$ cat src/rtl/rrf_pkg.sv
package rrf_pkg;
  localparam int FIELD_CNT = 4;

  typedef enum logic {SEQ_IDLE, SEQ_READ} seq_state_e;

  // bytes occupied by one descriptor
  function automatic logic [15:0] ring_step(input logic wide);
    return wide ? 16'(FIELD_CNT * 4) : 16'(FIELD_CNT * 2);
  endfunction
endpackage

$ cat src/rtl/rrf_fetch_seq.sv
module rrf_fetch_seq
  import rrf_pkg::*;
#(
  parameter int AW = 32,
  parameter int DW = 16,
  parameter int NF = FIELD_CNT
) (
  input  logic           clk_i,
  input  logic           rst_ni,
  input  logic           start_i,
  input  logic           wide_i,
  input  logic [AW-1:0]  base_i,
  input  logic           mem_rvalid_i,
  input  logic [DW-1:0]  mem_rdata_i,
  output logic           mem_req_o,
  output logic [AW-1:0]  mem_addr_o,
  output logic           busy_o,
  output logic           done_o,
  output logic [NF*DW-1:0] fields_o
);
  localparam int IW = $clog2(NF);

  seq_state_e             st_q;
  logic [IW-1:0]          idx_q;
  logic [NF-2:0][DW-1:0]  cap_q;
  logic                   last_field;

  assign last_field = (idx_q == IW'(NF - 1));
  assign mem_req_o  = (st_q == SEQ_READ);
  assign busy_o     = mem_req_o;
  assign done_o     = mem_req_o & mem_rvalid_i & last_field;
  assign mem_addr_o = base_i + (AW'(idx_q) << (wide_i ? 2 : 1));

  always_ff @(posedge clk_i or negedge rst_ni) begin
    if (!rst_ni) begin
      st_q  <= SEQ_IDLE;
      idx_q <= '0;
      cap_q <= '0;
    end else begin
      case (st_q)
        SEQ_IDLE: if (start_i) begin
          st_q  <= SEQ_READ;
          idx_q <= '0;
        end
        default: if (mem_rvalid_i) begin
          if (last_field) begin
            st_q <= SEQ_IDLE;
          end else begin
            cap_q[idx_q] <= mem_rdata_i;
            idx_q        <= idx_q + 1'b1;
          end
        end
      endcase
    end
  end

  // last field is forwarded straight from the bus on the completing beat
  for (genvar g = 0; g < NF - 1; g++) begin : g_fld
    assign fields_o[g*DW +: DW] = cap_q[g];
  end
  assign fields_o[(NF-1)*DW +: DW] = mem_rdata_i;

  a_r10_busy_hold: assert property (@(posedge clk_i) disable iff (!rst_ni)
    busy_o && !done_o |=> busy_o);
  a_r2_first_at_base: assert property (@(posedge clk_i) disable iff (!rst_ni)
    $rose(busy_o) |-> mem_addr_o == base_i);
endmodule

$ cat src/rtl/rrf_ptr_unit.sv
module rrf_ptr_unit
  import rrf_pkg::*;
#(
  parameter int W = 16
) (
  input  logic         clk_i,
  input  logic         rst_ni,
  input  logic         wide_i,
  input  logic         done_i,
  input  logic         load_i,
  input  logic [W-1:0] load_val_i,
  input  logic [W-1:0] start_i,
  input  logic [W-1:0] end_i,
  input  logic [W-1:0] wr_i,
  input  logic         exh_clr_i,
  output logic [W-1:0] rd_o,
  output logic         exhausted_o,
  output logic         exh_ack_o
);
  localparam logic [W-1:0] EVEN = ~W'(1);

  logic [W-1:0] rd_q, adv, nxt;
  logic         exh_q;

  assign adv = rd_q + W'(ring_step(wide_i));
  assign nxt = (adv == (end_i & EVEN)) ? (start_i & EVEN) : adv;

  always_ff @(posedge clk_i or negedge rst_ni) begin
    if (!rst_ni) begin
      rd_q  <= '0;
      exh_q <= 1'b0;
    end else begin
      if (done_i)      rd_q <= nxt;
      else if (load_i) rd_q <= load_val_i & EVEN;
      if (done_i && (nxt == (wr_i & EVEN))) exh_q <= 1'b1;
      else if (exh_clr_i)                   exh_q <= 1'b0;
    end
  end

  assign rd_o        = rd_q;
  assign exhausted_o = exh_q;
  assign exh_ack_o   = exh_clr_i & exh_q;

  a_r11_ptr_even: assert property (@(posedge clk_i) disable iff (!rst_ni)
    !rd_q[0]);
  a_r6_clear_drops_flag: assert property (@(posedge clk_i) disable iff (!rst_ni)
    exh_clr_i && !done_i |=> !exhausted_o);
endmodule

$ cat src/rtl/rrf_wc_track.sv
module rrf_wc_track #(
  parameter int W  = 16,
  parameter int NF = 4
) (
  input  logic            clk_i,
  input  logic            rst_ni,
  input  logic            done_i,
  input  logic [NF*W-1:0] fields_i,
  input  logic            frame_done_i,
  input  logic [W-1:0]    frame_len_i,
  input  logic [W-1:0]    eob_i,
  output logic [2*W-1:0]  buf_addr_o,
  output logic [2*W-1:0]  buf_wc_o,
  output logic            last_pkt_o,
  output logic            low_trig_o
);
  localparam int AW = 2 * W;

  logic [AW-1:0] addr_q, wc_q, cost, wc_n;
  logic          last_q, low;

  // frame bytes plus 4 CRC bytes, in 16-bit words
  assign cost = (AW'(frame_len_i) + AW'(4)) >> 1;
  assign wc_n = wc_q - cost;
  assign low  = wc_n < AW'(eob_i);
  assign low_trig_o = frame_done_i & ~done_i & low;

  always_ff @(posedge clk_i or negedge rst_ni) begin
    if (!rst_ni) begin
      addr_q <= '0;
      wc_q   <= '0;
      last_q <= 1'b0;
    end else if (done_i) begin
      addr_q <= fields_i[AW-1:0];
      wc_q   <= fields_i[2*AW-1:AW];
    end else if (frame_done_i) begin
      wc_q   <= wc_n;
      last_q <= low;
    end
  end

  assign buf_addr_o = addr_q;
  assign buf_wc_o   = wc_q;
  assign last_pkt_o = last_q;

  a_r7_low_sets_last: assert property (@(posedge clk_i) disable iff (!rst_ni)
    low_trig_o |=> last_pkt_o);
endmodule

$ cat src/rtl/rx_ring_fetcher.sv
module rx_ring_fetcher
  import rrf_pkg::*;
#(
  parameter int PTR_W = 16
) (
  input  logic               clk_i,
  input  logic               rst_ni,
  input  logic               wide_mode_i,
  input  logic [PTR_W-1:0]   upper_addr_i,
  input  logic [PTR_W-1:0]   ring_start_i,
  input  logic [PTR_W-1:0]   ring_end_i,
  input  logic [PTR_W-1:0]   ring_wr_i,
  input  logic               rd_load_i,
  input  logic [PTR_W-1:0]   rd_load_val_i,
  input  logic               fetch_cmd_i,
  input  logic               exh_clear_i,
  input  logic               frame_done_i,
  input  logic [PTR_W-1:0]   frame_len_i,
  input  logic [PTR_W-1:0]   eob_count_i,
  output logic               mem_req_o,
  output logic [2*PTR_W-1:0] mem_addr_o,
  input  logic               mem_rvalid_i,
  input  logic [PTR_W-1:0]   mem_rdata_i,
  output logic               busy_o,
  output logic               fetch_cmd_o,
  output logic               exhausted_o,
  output logic               rx_ready_o,
  output logic [2*PTR_W-1:0] buf_addr_o,
  output logic [2*PTR_W-1:0] buf_wc_o,
  output logic [PTR_W-1:0]   rd_ptr_o,
  output logic               last_pkt_o
);
  localparam int AW = 2 * PTR_W;

  logic                      done, start, trig, exh_ack, low_trig;
  logic                      pend_q, cmd_q;
  logic [FIELD_CNT*PTR_W-1:0] fields;

  assign trig  = fetch_cmd_i | exh_ack | low_trig;
  assign start = pend_q & ~busy_o;

  always_ff @(posedge clk_i or negedge rst_ni) begin
    if (!rst_ni) begin
      pend_q <= 1'b0;
      cmd_q  <= 1'b0;
    end else begin
      pend_q <= start ? trig : (pend_q | trig);
      if (fetch_cmd_i) cmd_q <= 1'b1;
      else if (done)   cmd_q <= 1'b0;
    end
  end

  rrf_fetch_seq #(.AW(AW), .DW(PTR_W), .NF(FIELD_CNT)) u_seq (
    .clk_i, .rst_ni,
    .start_i      (start),
    .wide_i       (wide_mode_i),
    .base_i       ({upper_addr_i, rd_ptr_o}),
    .mem_rvalid_i, .mem_rdata_i, .mem_req_o, .mem_addr_o,
    .busy_o,
    .done_o       (done),
    .fields_o     (fields)
  );

  rrf_ptr_unit #(.W(PTR_W)) u_ptr (
    .clk_i, .rst_ni,
    .wide_i      (wide_mode_i),
    .done_i      (done),
    .load_i      (rd_load_i),
    .load_val_i  (rd_load_val_i),
    .start_i     (ring_start_i),
    .end_i       (ring_end_i),
    .wr_i        (ring_wr_i),
    .exh_clr_i   (exh_clear_i),
    .rd_o        (rd_ptr_o),
    .exhausted_o,
    .exh_ack_o   (exh_ack)
  );

  rrf_wc_track #(.W(PTR_W), .NF(FIELD_CNT)) u_wc (
    .clk_i, .rst_ni,
    .done_i       (done),
    .fields_i     (fields),
    .frame_done_i, .frame_len_i,
    .eob_i        (eob_count_i),
    .buf_addr_o, .buf_wc_o, .last_pkt_o,
    .low_trig_o   (low_trig)
  );

  assign fetch_cmd_o = cmd_q;
  assign rx_ready_o  = ~exhausted_o;

  a_r9_trigger_held: assert property (@(posedge clk_i) disable iff (!rst_ni)
    trig && busy_o |=> pend_q);
  a_r8_cmd_clears: assert property (@(posedge clk_i) disable iff (!rst_ni)
    done && !fetch_cmd_i |=> !fetch_cmd_o);
endmodule

$ cat config.mk
export PLATFORM = sky130hd
export DESIGN_NAME = rx_ring_fetcher
export DESIGN_NICKNAME = d
export VERILOG_FILES = /design/src/rtl/rrf_pkg.sv /design/src/rtl/rrf_fetch_seq.sv /design/src/rtl/rrf_ptr_unit.sv /design/src/rtl/rrf_wc_track.sv /design/src/rtl/rx_ring_fetcher.sv
export SDC_FILE = /design/constraint.sdc
export NUM_CORES = 1
export LEC_CHECK = 0
export BUFFER_PORTS_ARGS = -buffer_cell sky130_fd_sc_hd__buf_4
export CORE_MARGIN = 2
export CORE_UTILIZATION = 45
export CTS_CLUSTER_DIAMETER = 200
export DETAILED_ROUTE_END_ITERATION = 16
export HOLD_SLACK_MARGIN = 0.05
export PLACE_DENSITY_LB_ADDON = 0.05
export SYNTH_ARGS = -nofsm -noshare
export SYNTH_HDL_FRONTEND = slang
export SYNTH_SLANG_ARGS = --single-unit
$ cat constraint.sdc
create_clock -name clk_i -period 16 [get_ports clk_i]
set_input_delay 4.8 -clock clk_i [delete_from_list [all_inputs] [get_ports clk_i]]
set_output_delay 4.8 -clock clk_i [all_outputs]
set_load 0.02 [all_outputs]
==> impl.org, run 1 <==
** Global routing
- First-pass GRT wire length :: 39.4 mm
- Global router's overall resource usage :: 24.6%
- Entering global routing, the biggest net connects between 80 and 90 pins.
- Initial antenna violation count :: 0
- The number of global-route vias before repair came to 7,449.
- Total overflow reported by the global router :: 0

** Routing
- Detailed routing inserted a total of 7,843 vias.
- The final layout contains routed wiring with a total length of 25.5 mm.
- The first routing iteration left 451 violations.
- Using the TritonRoute via totals, the vias-per-cell ratio works out to 5.24.
- Before antenna repair, the detailed router went through 6 iterations.
- After detailed routing, the number of remaining DRC violations is 0.
- The detail route stage leaves a number of antenna-violating nets equal to 0.
- Average wire per standard cell :: 17.1 µm

** Layout
- Leading cell types in the layout, fill and taps excluded :: buf_4 (251), nand2_1 (188), dfrtp_1 (135)
- Share of layout cells above drive strength 1 :: around 28%
- Net count of the finished layout :: 1,400
- The finished layout holds 1,496 standard cells, fillers aside.
- After filler insertion, the fill cell instance count of the layout stands at ~1,800.
- Relative to the synthesized area, the layout overhead comes to 28.8%.
- The library cell used most frequently in the layout, excluding fill and tap cells, is buf_4.
- Layout Utilization :: 59.0%
- 0 antenna diodes ended up in the layout.

** STA
- Setup violations remaining at the end of the flow were counted as 0.
- Clock skew after layout :: 10.9 ps
- Post-route clock period utilization :: roughly four fifths
- Number of hold violations in the final report :: 0
- Fin. max-slew vios :: 0
- The clock period could shrink to 12,700 ps.
- Across all setup checks in the final design, the least slack found is 3300 ps.
- Total negative slack :: 0 ps
- Relative slew slack :: 39.1%
- Measured slew at the worst slew-check pin :: between 900 and 1000 ps
- Hold_ws :: 459 ps
- Setup repair after global routing left no endpoint under its margin.
- Timing would allow up to 78.8 MHz.

** Placement
- After detailed placement, the design holds a cell count of 1,464.
- DP Wirelength :: around 19 mm
- Placer congestion estimate :: 0.885
- Worst setup slack after placement :: 3390 ps
- Port-buffer cells :: 248

** Floorplan
- Core Footprint :: 19,500 µm²
- Count of pins on the block boundary :: 254
- Number of core rows :: 51
- The floorplan step set the die width to 145 µm.
- Initial cell density of the core :: 45.8%
- Die footprint :: 20,900 µm²
- Floorplan die height :: 145 µm

** Power and ir drop
- For this design the total switching power over the nets is 0.000876 W.
- Switching share of power :: 41.9%
- The share of total power dissipated in combinational logic is 50.6%.
- Maximum vdd ir drop :: 0.0970 mV
- Cell internal power was estimated by the tool at 0.00121 W.
- In this run the power density over the cells is 182 nW/µm².
- In this run the static leakage power is 5.37 nW.
- Sequential cells account for 30.9% of the total power.
- The clock network accounts for between 10% and 20% of the total power.

** Clocking
- Number of buffers inserted for hold repair after clock tree synthesis :: 0
- Clock-pin slew was measured on the worst setup and hold paths at 60 ps.
- Maximum level of the CTS H-tree :: 4
- Number of buffers inserted to repair setup after CTS :: 0
- Library cell used as clock root buffer :: clkbuf_16
- Number of clock buffers inserted by TritonCTS :: 17
- Sink count of the clock tree :: around 140
- Resized Gates After CTS :: 0
- Latest clock arrival within the worst-skew pair :: 420 ps
- TritonCTS built the clock tree.
- No sink is reached through more buffers than the 2 on the longest clock path.

** Worst setup path
- The worst register-to-register path ends at u_ptr.exhausted_o$_DFFE_PN0P_.
- Req. time, crit path :: 11,200 ps
- R2R setup slack :: around 11,000 ps
- Worst Path Arrival :: 7900 ps
- Setup crit start kind :: input port
- Largest driver fanout on the critical path :: 5
- The worst setup path is of the input port to primary output kind.
- The worst setup path is captured at a primary output.
- The number of cells on the worst reg-to-reg path is 10.
- The worst register-to-register path begins at u_ptr.rd_o[7]$_DFFE_PN0P_.

** Synth
- Post-synth design cell area :: between 8000 and 9000 µm²
- For this run, the leading register cell type out of synthesis is dfrtp_1.
- During synthesis, Yosys emitted a total of 0 warnings.
- Yosys mapped the design onto 65 distinct sky130hd cell types.
- In this run the biggest area consumer among cell types represents 37.9% of the synthesized area.
- Of the synthesized area, sequential elements account for 37.9%.
- Synthesized netlist cell count :: 992
- Yosys reg bits :: 135
- After synthesis, the mean cell area works out to 8.98 µm².
- Share of async-settable or async-resettable flops after synthesis :: 100%
- In this run, synthesis inferred 0 flip-flops with an integrated enable.
- By area the synthesized netlist is led by dfrtp_1 (38%), nand2_1 (7.9%), xnor2_1 (6.5%).
- The biggest area contributor in the post-synthesis netlist is dfrtp_1.

** Min path
- Hold Crit Depth :: 2
- Hold Crit Start :: u_seq.fields_o[29]$_DFFE_PN0P_
- Class of the most critical hold timing path :: flip-flop to flip-flop
- The path with the worst hold slack has its endpoint at u_wc.buf_addr_o[29]$_DFFE_PN0P_.

** Run status
- Status :: completed

** Job
- Max-cap check violation count :: 0
==> sequential cells by signal, indices dropped and copies added, names as in the netlist <==
name / count
pend_q: 1
u_seq.busy_o: 1
fetch_cmd_o: 1
u_ptr.rd_o: 16
u_ptr.exhausted_o: 1
u_wc.buf_addr_o: 32
u_wc.last_pkt_o: 1
u_seq.idx_q: 2
u_seq.fields_o: 48
u_wc.buf_wc_o: 32
==> worst max path at each step <==
| stage | from | to | slack [ps] | cells past startpoint |
|---|---|---|---|---|
| 2_1_floorplan | wide_mode_i | mem_addr_o[26] | 3990 | 13 |
| 3_3_place_gp | wide_mode_i | mem_addr_o[29] | 3440 | 14 |
| 3_5_place_dp | wide_mode_i | mem_addr_o[31] | 3390 | 14 |
| 4_1_cts | wide_mode_i | mem_addr_o[27] | 3360 | 14 |
| 5_1_grt | wide_mode_i | mem_addr_o[27] | 3120 | 14 |
| 6_report | wide_mode_i | mem_addr_o[27] | 3300 | 14 |
==> area by class of cell <==
type / count / area [µm²] / share of cell area [%]
multi-input cells: 769 / 5130 / 44.7
flip-flops and latches: 135 / 3380 / 29.4
repair buffers: 252 / 1900 / 16.5
clock buffers: 20 / 437 / 3.81
well taps: 265 / 332 / 2.89
inverters: 43 / 161 / 1.41
clock inverters: 12 / 143 / 1.24
==> critical path, stage by stage <==
cell,delay (ps)
buf_4,130
nand2_1,50
o21ai_0,100
ha_1,340
a21oi_1,120
o21bai_1,170
a21oi_1,180
nor4_1,660
and3b_1,330
nand4_1,180
nor2_1,350
nand3_1,140
xnor2_1,180
buf_4,170
==> stage by stage <==
step           total power (W)  cell area, µm²
2_1_floorplan          0.00133            8910
3_3_place_gp           0.00169           10900
3_5_place_dp           0.00171           10900
4_1_cts                0.00210           11500
5_1_grt                0.00225           11500
6_report               0.00209           11500
==> kinds of logic after synthesis <==
family          Yosys count  synth area share, %
compound gates          171                 11.8
mux                      69                 8.46
fa+ha+maj                46                 6.71
buf+inv                  89                 4.66
other cells               1               0.0421
flops                   135                 37.9
simple gates            374                 19.7
xor+xnor                107                 10.7
==> power by group through the flow <==
stage / logic, W / clock network, W / registers [W]
floorplan: 0.000634 / 0 / 0.000701
global placement: 0.00104 / 0 / 0.000645
detailed placement: 0.00106 / 0 / 0.000648
CTS: 0.00106 / 0.000394 / 0.000645
global route: 0.00117 / 0.000410 / 0.000666
finish: 0.00106 / 0.000387 / 0.000645
==> synthesized netlist by cell type (all sizes together), types with 3 or more instances <==
cell and instances:
nor2b 20, or4 8, fa 3, a211oi 14, inv 43, ha 43
nor3 16, xnor2 66, buf 14, nor4 7, or3 7, o21ai 64
nor2 50, dfrtp 135, nand3 23, nand2b 5, a21o 9, a31oi 11
a21oi 32, o211ai 8, xor2 40, mux2 50, mux2i 19, o21a 4
o22ai 6, a21boi 3, and2 9, clkbuf 31, and3 11, nand4 20
nand2 188, and4 3
==> metal layers <==
metal | global-route usage (%) | vias to the layer above | part of all wire [%]
met5 | 0 | - | 0
met4 | 6.95 | 0 | 1.7
met3 | 4.64 | 26 | 5.2
met2 | 40.0 | 203 | 47
met1 | 33.8 | 3719 | 46
li1 | - | 3895 | -
Power figures use the tool's default switching activity.
==> run 2: changes to the inputs <==
Clock period 16 ns to 11.9 ns, I/O delays scaled along.
==> run 2 against run 1 <==
Final area rose by 0.37%; utilization rose by 0.22 points; global-route usage rose by 0.12 points; via count rose by 0.37%; register-to-register slack got worse by 3900 ps; sequential power rose by 35%; sequential share of layout area fell by 0.11 points; critical path depth did not move; total power rose by 36%; clock skew fell by 2.1 ps; clock power rose by 43%; critical path type unchanged; largest power group unchanged.
==> impl.org, run 2 (synthesis gave the netlist of run 1 again) <==
** Clocking
- The root cell of the clock tree is clkbuf_16 (unchanged).
- The CTS H-tree depth is 4 (unchanged).
- Sink count of the clock tree :: 135 (unchanged)
- Number of clock buffers inserted by TritonCTS :: 17 (unchanged)
- Number of buffers on the longest clock path :: 2 (unchanged)
- The post-cts resize count came to 0 (unchanged).
- The clock transition at the registers of the reported paths came to 60 ps (about the same).
- The count of buffers added by post-CTS timing repair for setup was 0 (unchanged).
- The clock tree from TritonCTS is built (unchanged).
- The insertion delay of the later-clocked pin in the worst-skew pair was 430 ps (was 420 ps).
- The number of buffers inserted for hold repair after clock tree synthesis is 0 (unchanged).

** STA
- Of the available clock period, the critical path in the final layout requires 85.2%.
- For the finished layout, the period the worst path requires is 10,140 ps.
- Max Clock Freq :: 98.6 MHz
- Clock skew after layout :: 8.79 ps (was 10.9 ps)
- The total negative slack came to 0 ps (unchanged).
- Final setup vio count :: 0 (unchanged)
- The slew at the pin closest to its max-slew limit came to 882 ps (was 913 ps).
- Unrepaired setup endpoints after global routing :: no (unchanged)
- Relative slew slack :: 41.2% (was 39.1%)
- The number of max-slew violations in the final report is 0 (unchanged).
- Number of hold violations in the final report :: 0 (unchanged)

** Placement
- The weighted congestion reported at the end of routability-driven placement was 0.867 (was 0.885).
- The sum of net half-perimeters after detailed placement is 19.1 mm (was 19.0 mm).
- Port-buffer cells :: 248 (unchanged)

** Global routing
- Vias in the first global route :: 7,533 (was 7,449)
- The largest net degree at the start of global routing came to 95 (was 87).
- The total track usage was 24.7% (was 24.6%).
- The total global routing overflow came to 0 (unchanged).
- First-pass GRT wire length :: 39.6 mm (was 39.4 mm)
- Initial antenna violation count :: 1 (was 0)

** Routing
- Met3 Routed Length :: 1.37 mm (was 1.34 mm)
- The number of remaining DRC errors is 0 (unchanged).
- The count of TritonRoute iterations in the first routing pass is 5 (was 6).
- Met2 routed wirelength :: 12.0 mm (about the same)
- WL final :: 25.4 mm (was 25.5 mm)
- First-iteration detailed-routing DRC count :: 434 (was 451)
- Total via count after detailed routing :: 7,872 (was 7,843)
- The routed wirelength normalized by instance count was 17.0 µm (was 17.1 µm).
- The post-detailed-route via-to-cell ratio is 5.26 (was 5.24).
- Post-Route M1 WL :: 11.7 mm (was 11.8 mm)
- The antenna violation net count after detailed routing is 0 (unchanged).
- The top routing layer in use is met4 (unchanged).

** Layout
- The layout cell share with drive strength beyond 1 came to 28.2% (was 27.9%).
- The number of diodes added for antenna fixing came to 0 (unchanged).
- The growth of design area from synthesis to finish came to 29.3% (was 28.8%).
- Net count of the finished layout :: 1,400 (unchanged)
- The flip-flop count of the largest register, all copies and words added was 48 (unchanged).
- Leading cell type in the layout, fill and taps excluded :: buf_4 (unchanged)
- Layout Utilization :: 59.2% (was 59.0%)
- Leading cell types in the layout, fill and taps excluded: buf_4 (251), nand2_1 (188), dfrtp_1 (135) (unchanged).

** Floorplan
- Floorplan die height :: 145 µm (unchanged)
- The number of core rows is 51 (unchanged).
- The full die area is 20,900 µm² (unchanged).
- The number of ports placed on the die boundary is 254 (unchanged).
- The die width is 145 µm (unchanged).
- The effective utilization at floorplan came to 45.8% (unchanged).
- Core Footprint :: 19,500 µm² (unchanged)

** Worst setup path
- The data required time at the worst endpoint came to 8330 ps (was 11,200 ps).
- Crit path kind :: input port to primary output (unchanged)
- Setup crit start kind :: input port (unchanged)
- Largest driver fanout on the critical path :: 5 (unchanged)
- Type of destination of the critical path :: primary output (unchanged)
- Worst Path Arrival :: 6570 ps (was 7900 ps)

** Job
- Max-cap check violation count :: 0 (unchanged)

** Run status
- Status :: completed (unchanged)

** Power and ir drop
- Pwr per Cell Area :: 247 nW/µm² (was 182 nW/µm²)
- Maximum vdd ir drop :: 0.136 mV (was 0.0970 mV)
- Leakage power :: 5.40 nW (was 5.37 nW)

** Min path
- The type of the tightest min-delay check is flip-flop to flip-flop (unchanged).
==> run 2: cell count changes in the layout (fill, tap and decap cells not counted), sizes merged <==
cell,before,now
clkinvlp,1,0
clkbuf,20,17
clkinv,4,2
inv,48,54
==> run 2: routing by layer <==
layer / track usage [%] / vias up
li1: - / 3893
met1: 33.7 / 3743
met2: 40.2 / 212
met3: 5.26 / 24
met4: 6.49 / 0
met5: 0 / -
==> run 2: worst paths after layout <==
kind / cells after the start / slack (ps) / endpoint / from
setup / recovery: 14 / 1760 / mem_addr_o[31] / wide_mode_i
hold / removal: 2 / 470 / u_wc.buf_addr_o[28]$_DFFE_PN0P_ / u_seq.fields_o[28]$_DFFE_PN0P_
setup reg to reg: 11 / 7460 / u_ptr.exhausted_o$_DFFE_PN0P_ / u_ptr.rd_o[4]$_DFFE_PN0P_
hold reg to reg: 2 / 470 / u_wc.buf_addr_o[28]$_DFFE_PN0P_ / u_seq.fields_o[28]$_DFFE_PN0P_
max in group asynchronous: 2 / 7530 / u_wc.buf_wc_o[26]$_DFFE_PN0P_ / rst_ni
min in group asynchronous: 1 / 3210 / u_wc.buf_wc_o[13]$_DFFE_PN0P_ / rst_ni
==> run 2: critical path: stages <==
cell,delay (ps)
buf_4,130
nand2_1,50
o21ai_0,80
ha_1,350
a21oi_1,120
o21bai_1,150
a21oi_1,160
nor4_1,640
and3b_1,330
nand4_1,210
nor2_1,330
nand3_1,140
xnor2_1,150
buf_4,160
==> run 2: cell type report <==
class,count,area [µm²]
Inverter,43,161
Clock buffer,17,425
Clock inverter,15,196
Sequential cell,135,3380
Tap cell,265,332
Fill cell,1853,7950
Timing Repair Buffer,252,1900
Multi-Input combinational cell,769,5130
==> run 2: power by group <==
part | leakage, nW | switching [W] | internal (W) | total (W)
logic | 3.46 | 0.000769 | 0.000650 | 0.00142
clock network | 0.306 | 0.000233 | 0.000322 | 0.000554
registers | 1.63 | 0.000199 | 0.000669 | 0.000868
==> run 2: per-stage QoR <==
step / power, W / std cells / setup slack [ps] / hold slack, ps / area (µm²)
after floorplan: 0.00179 / 993 / 2350 / 433 / 8910
after global placement: 0.00227 / 1464 / 1810 / 443 / 10900
after detailed placement: 0.00229 / 1464 / 1770 / 450 / 10900
after CTS: 0.00286 / 1496 / 1750 / 471 / 11500
after global routing: 0.00306 / 1496 / 1440 / 499 / 11500
final: 0.00284 / 1496 / 1760 / 468 / 11500
==> run 3: changes to the inputs <==
Settings changed: BUFFER_PORTS_ARGS -buffer_cell sky130_fd_sc_hd__buf_4 to unset, DONT_BUFFER_PORTS set to 1.
==> run 3 against run 2 <==
Worst hold slack worse by 11 ps; clock skew up 3.9 ps; total power down 11%; sequential cell count unchanged; first-iteration DRC count down 18%; combinational power down 32%; routed wire length down 4.7%; sequential power up 19%; via count down 13%; fmax up 0.92%; utilization down 9.8 points; non-clock buffer count down 249; largest power group is now sequential cells.
==> impl.org, run 3 (synthesis gave the netlist of run 1 again) <==
** Clocking
- The clock tree from TritonCTS was built (unchanged).
- CTS clk-pin slew, worst paths :: 70 ps (was 60 ps)
- Latest clock arrival within the worst-skew pair :: 430 ps (about the same)
- The CTS H-tree depth is 4 (unchanged).
- The number of buffers inserted for hold repair after clock tree synthesis was 0 (unchanged).
- The clock sink count came to 135 (unchanged).
- Number of buffers inserted to repair setup after CTS :: 0 (unchanged)
- The clock buffer count from CTS was 17 (unchanged).
- The deepest clock path buffer count is 2 (unchanged).
- The post-cts resize count is 0 (unchanged).
- Library cell used as clock root buffer :: clkbuf_16 (unchanged)

** STA
- The period utilization was 84.5% (was 85.2%).
- The timing-limited maximum frequency was 99.5 MHz (was 98.6 MHz).
- The total negative slack was 0 ps (unchanged).
- Unrepaired setup endpoints after global routing :: no (unchanged)
- Post-layout min period :: 10,050 ps (was 10,140 ps)
- Final setup vio count :: 0 (unchanged)
- The worst-case clock skew is 12.7 ps (was 8.79 ps).
- The number of max-slew violations in the final report was 0 (unchanged).
- Number of hold violations in the final report :: 0 (unchanged)
- Measured slew at the worst slew-check pin :: 876 ps (was 882 ps)
- The smallest setup slack after layout was 1850 ps (was 1760 ps).
- The worst relative slew slack came to 41.6% (was 41.2%).

** Global routing
- The initial antenna violation count was 0 (was 1).
- Vias in the first global route :: 6,724 (was 7,533)
- First-pass GRT wire length :: 36.8 mm (was 39.6 mm)
- Total overflow reported by the global router :: 0 (unchanged)
- Global router's overall resource usage :: 23.2% (was 24.7%)
- The largest net degree at the start of global routing is 136 (was 95).

** Placement
- DP Wirelength :: 17.7 mm (was 19.1 mm)
- Worst setup slack after placement :: 1830 ps (was 1770 ps)
- The weighted congestion reported at the end of routability-driven placement came to 0.871 (was 0.867).
- Instance count after placement with tap cells included :: 1,215 (was 1,464)
- The total of buffers placed on input and output ports came to 0 (was 248).

** Routing
- WL final :: 24.2 mm (was 25.4 mm)
- DRC violation count after routing :: 0 (unchanged)
- The iteration-0 DRC count of the detailed router is 356 (was 434).
- Average wire per standard cell :: 19.4 µm (was 17.0 µm)
- Number of detailed-routing iterations run before antenna repair :: 4 (was 5)
- Routed vias/inst :: 5.52 (was 5.26)
- Total via count after detailed routing :: 6,878 (was 7,872)
- The antenna violation net count after detailed routing came to 0 (unchanged).

** Floorplan
- The number of core rows was 51 (unchanged).
- Die outline width :: 145 µm (unchanged)
- Count of pins on the block boundary :: 254 (unchanged)
- The effective utilization at floorplan was 45.8% (unchanged).
- Floorplan die height :: 145 µm (unchanged)
- The full die area came to 20,900 µm² (unchanged).
- The placeable core region is 19,500 µm² (unchanged).

** Worst setup path
- The startpoint type of the worst setup path is an input port (unchanged).
- The critical path class is input port to primary output (unchanged).
- The data required time at the worst endpoint came to 8330 ps (about the same).
- The top fanout value on the critical path came to 5 (unchanged).
- Type of destination of the critical path :: primary output (unchanged)
- The worst path arrival time came to 6480 ps (was 6570 ps).

** Run status
- Status: completed (unchanged).

** Power and ir drop
- Switching share of power :: 44.4% (was 42.3%)
- The power per standard cell area came to 264 nW/µm² (was 247 nW/µm²).
- The power spent charging and discharging nets came to 0.00113 W (was 0.00120 W).
- The maximum vdd drop was 0.129 mV (was 0.136 mV).
- The leakage power summed over all cells was 4.18 nW (was 5.40 nW).
- The relative contribution of combinational cells to total power came to 38.3% (was 49.9%).
- Total Power Consumption :: 0.00254 W (was 0.00284 W)
- The design internal power was 0.00141 W (was 0.00164 W).
- Proportion of power drawn by flip-flops and latches :: 40.7% (was 30.6%)
- The share of power burned in the clock network came to 21.0% (was 19.5%).

** Layout
- Net count of the finished layout :: 1,151 (was 1,400)
- Leading cell types in the layout, fill and taps excluded: nand2_1 (188), dfrtp_1 (135), xnor2_1 (66) (was buf_4 (251), nand2_1 (188), dfrtp_1 (135)).
- Flip-flop count of the largest register, all copies and words added :: 48 (unchanged)
- Growth of design area from synthesis to finish :: 7.94% (was 29.3%)
- Ant diodes :: 0 (unchanged)
- The layout cell share with drive strength beyond 1 came to 9.98% (was 28.2%).
- The most common cell after layout, fill and taps aside was nand2_1 (was buf_4).
- Number of non-filler instances in the completed layout :: 1,247 (was 1,496)

** Job
- The number of max-cap violations was 0 (unchanged).

** Min path
- Class of the most critical hold timing path :: flip-flop to flip-flop (unchanged)
run 3: per-layer routing:
metal  vias to the layer above  global-route usage, %  share of wire, %
met4                         0                   7.77               2.3
met3                        32                   6.05               6.7
li1                       3384                      -                 -
met2                       195                   36.0                45
met5                         -                      0                 0
met1                      3267                   31.6                46
run 3: critical path, stage by stage:
cell and delay (ps):
nand2_1 30, o21ai_0 100, ha_1 340, a21oi_1 110, o21bai_1 140, a21oi_1 160
nor4_1 630, and3b_1 330, nand4_1 180, nor2_1 320, nand3_1 140, xnor2_1 430
run 3: area by class of cell:
cell class / count / area, µm²
Clock buffer: 17 / 425
Clock inverter: 15 / 168
Fill cell: 1885 / 9850
Inverter: 43 / 161
Multi-Input combinational cell: 769 / 5130
Sequential cell: 135 / 3380
Tap cell: 265 / 332
Timing Repair Buffer: 3 / 22.5
run 3: metrics by stage:
step	util [%]	cell area [µm²]	hold slack, ps
global route	49.4	9620	472
global placement	46.4	9020	443
floorplan	-	8910	433
finish	49.4	9620	457
detailed placement	46.4	9020	446
CTS	49.4	9620	460
run 3: power groups by stage:
stage               registers [W]  logic, W  clock network, W
floorplan                0.000942  0.000852                 0
global placement          0.00104  0.000965                 0
detailed placement        0.00104  0.000975                 0
CTS                       0.00104  0.000981          0.000544
global route              0.00107   0.00112          0.000565
finish                    0.00103  0.000972          0.000532
run 3: path summary, 6_finish.rpt:
check                                               startpoint                         endpoint  slack, ps  cells past startpoint
worst max-delay path                               wide_mode_i                   mem_addr_o[27]       1850                     12
worst min-delay path            u_seq.fields_o[23]$_DFFE_PN0P_  u_wc.buf_addr_o[23]$_DFFE_PN0P_        460                      2
worst max register to register       u_ptr.rd_o[8]$_DFFE_PN0P_    u_ptr.exhausted_o$_DFFE_PN0P_       7410                     10
worst min register to register  u_seq.fields_o[23]$_DFFE_PN0P_  u_wc.buf_addr_o[23]$_DFFE_PN0P_        460                      2
max in group asynchronous                               rst_ni        u_ptr.rd_o[9]$_DFFE_PN0P_       8870                      0
min in group asynchronous                               rst_ni    u_wc.buf_wc_o[12]$_DFFE_PN0P_       2830                      0
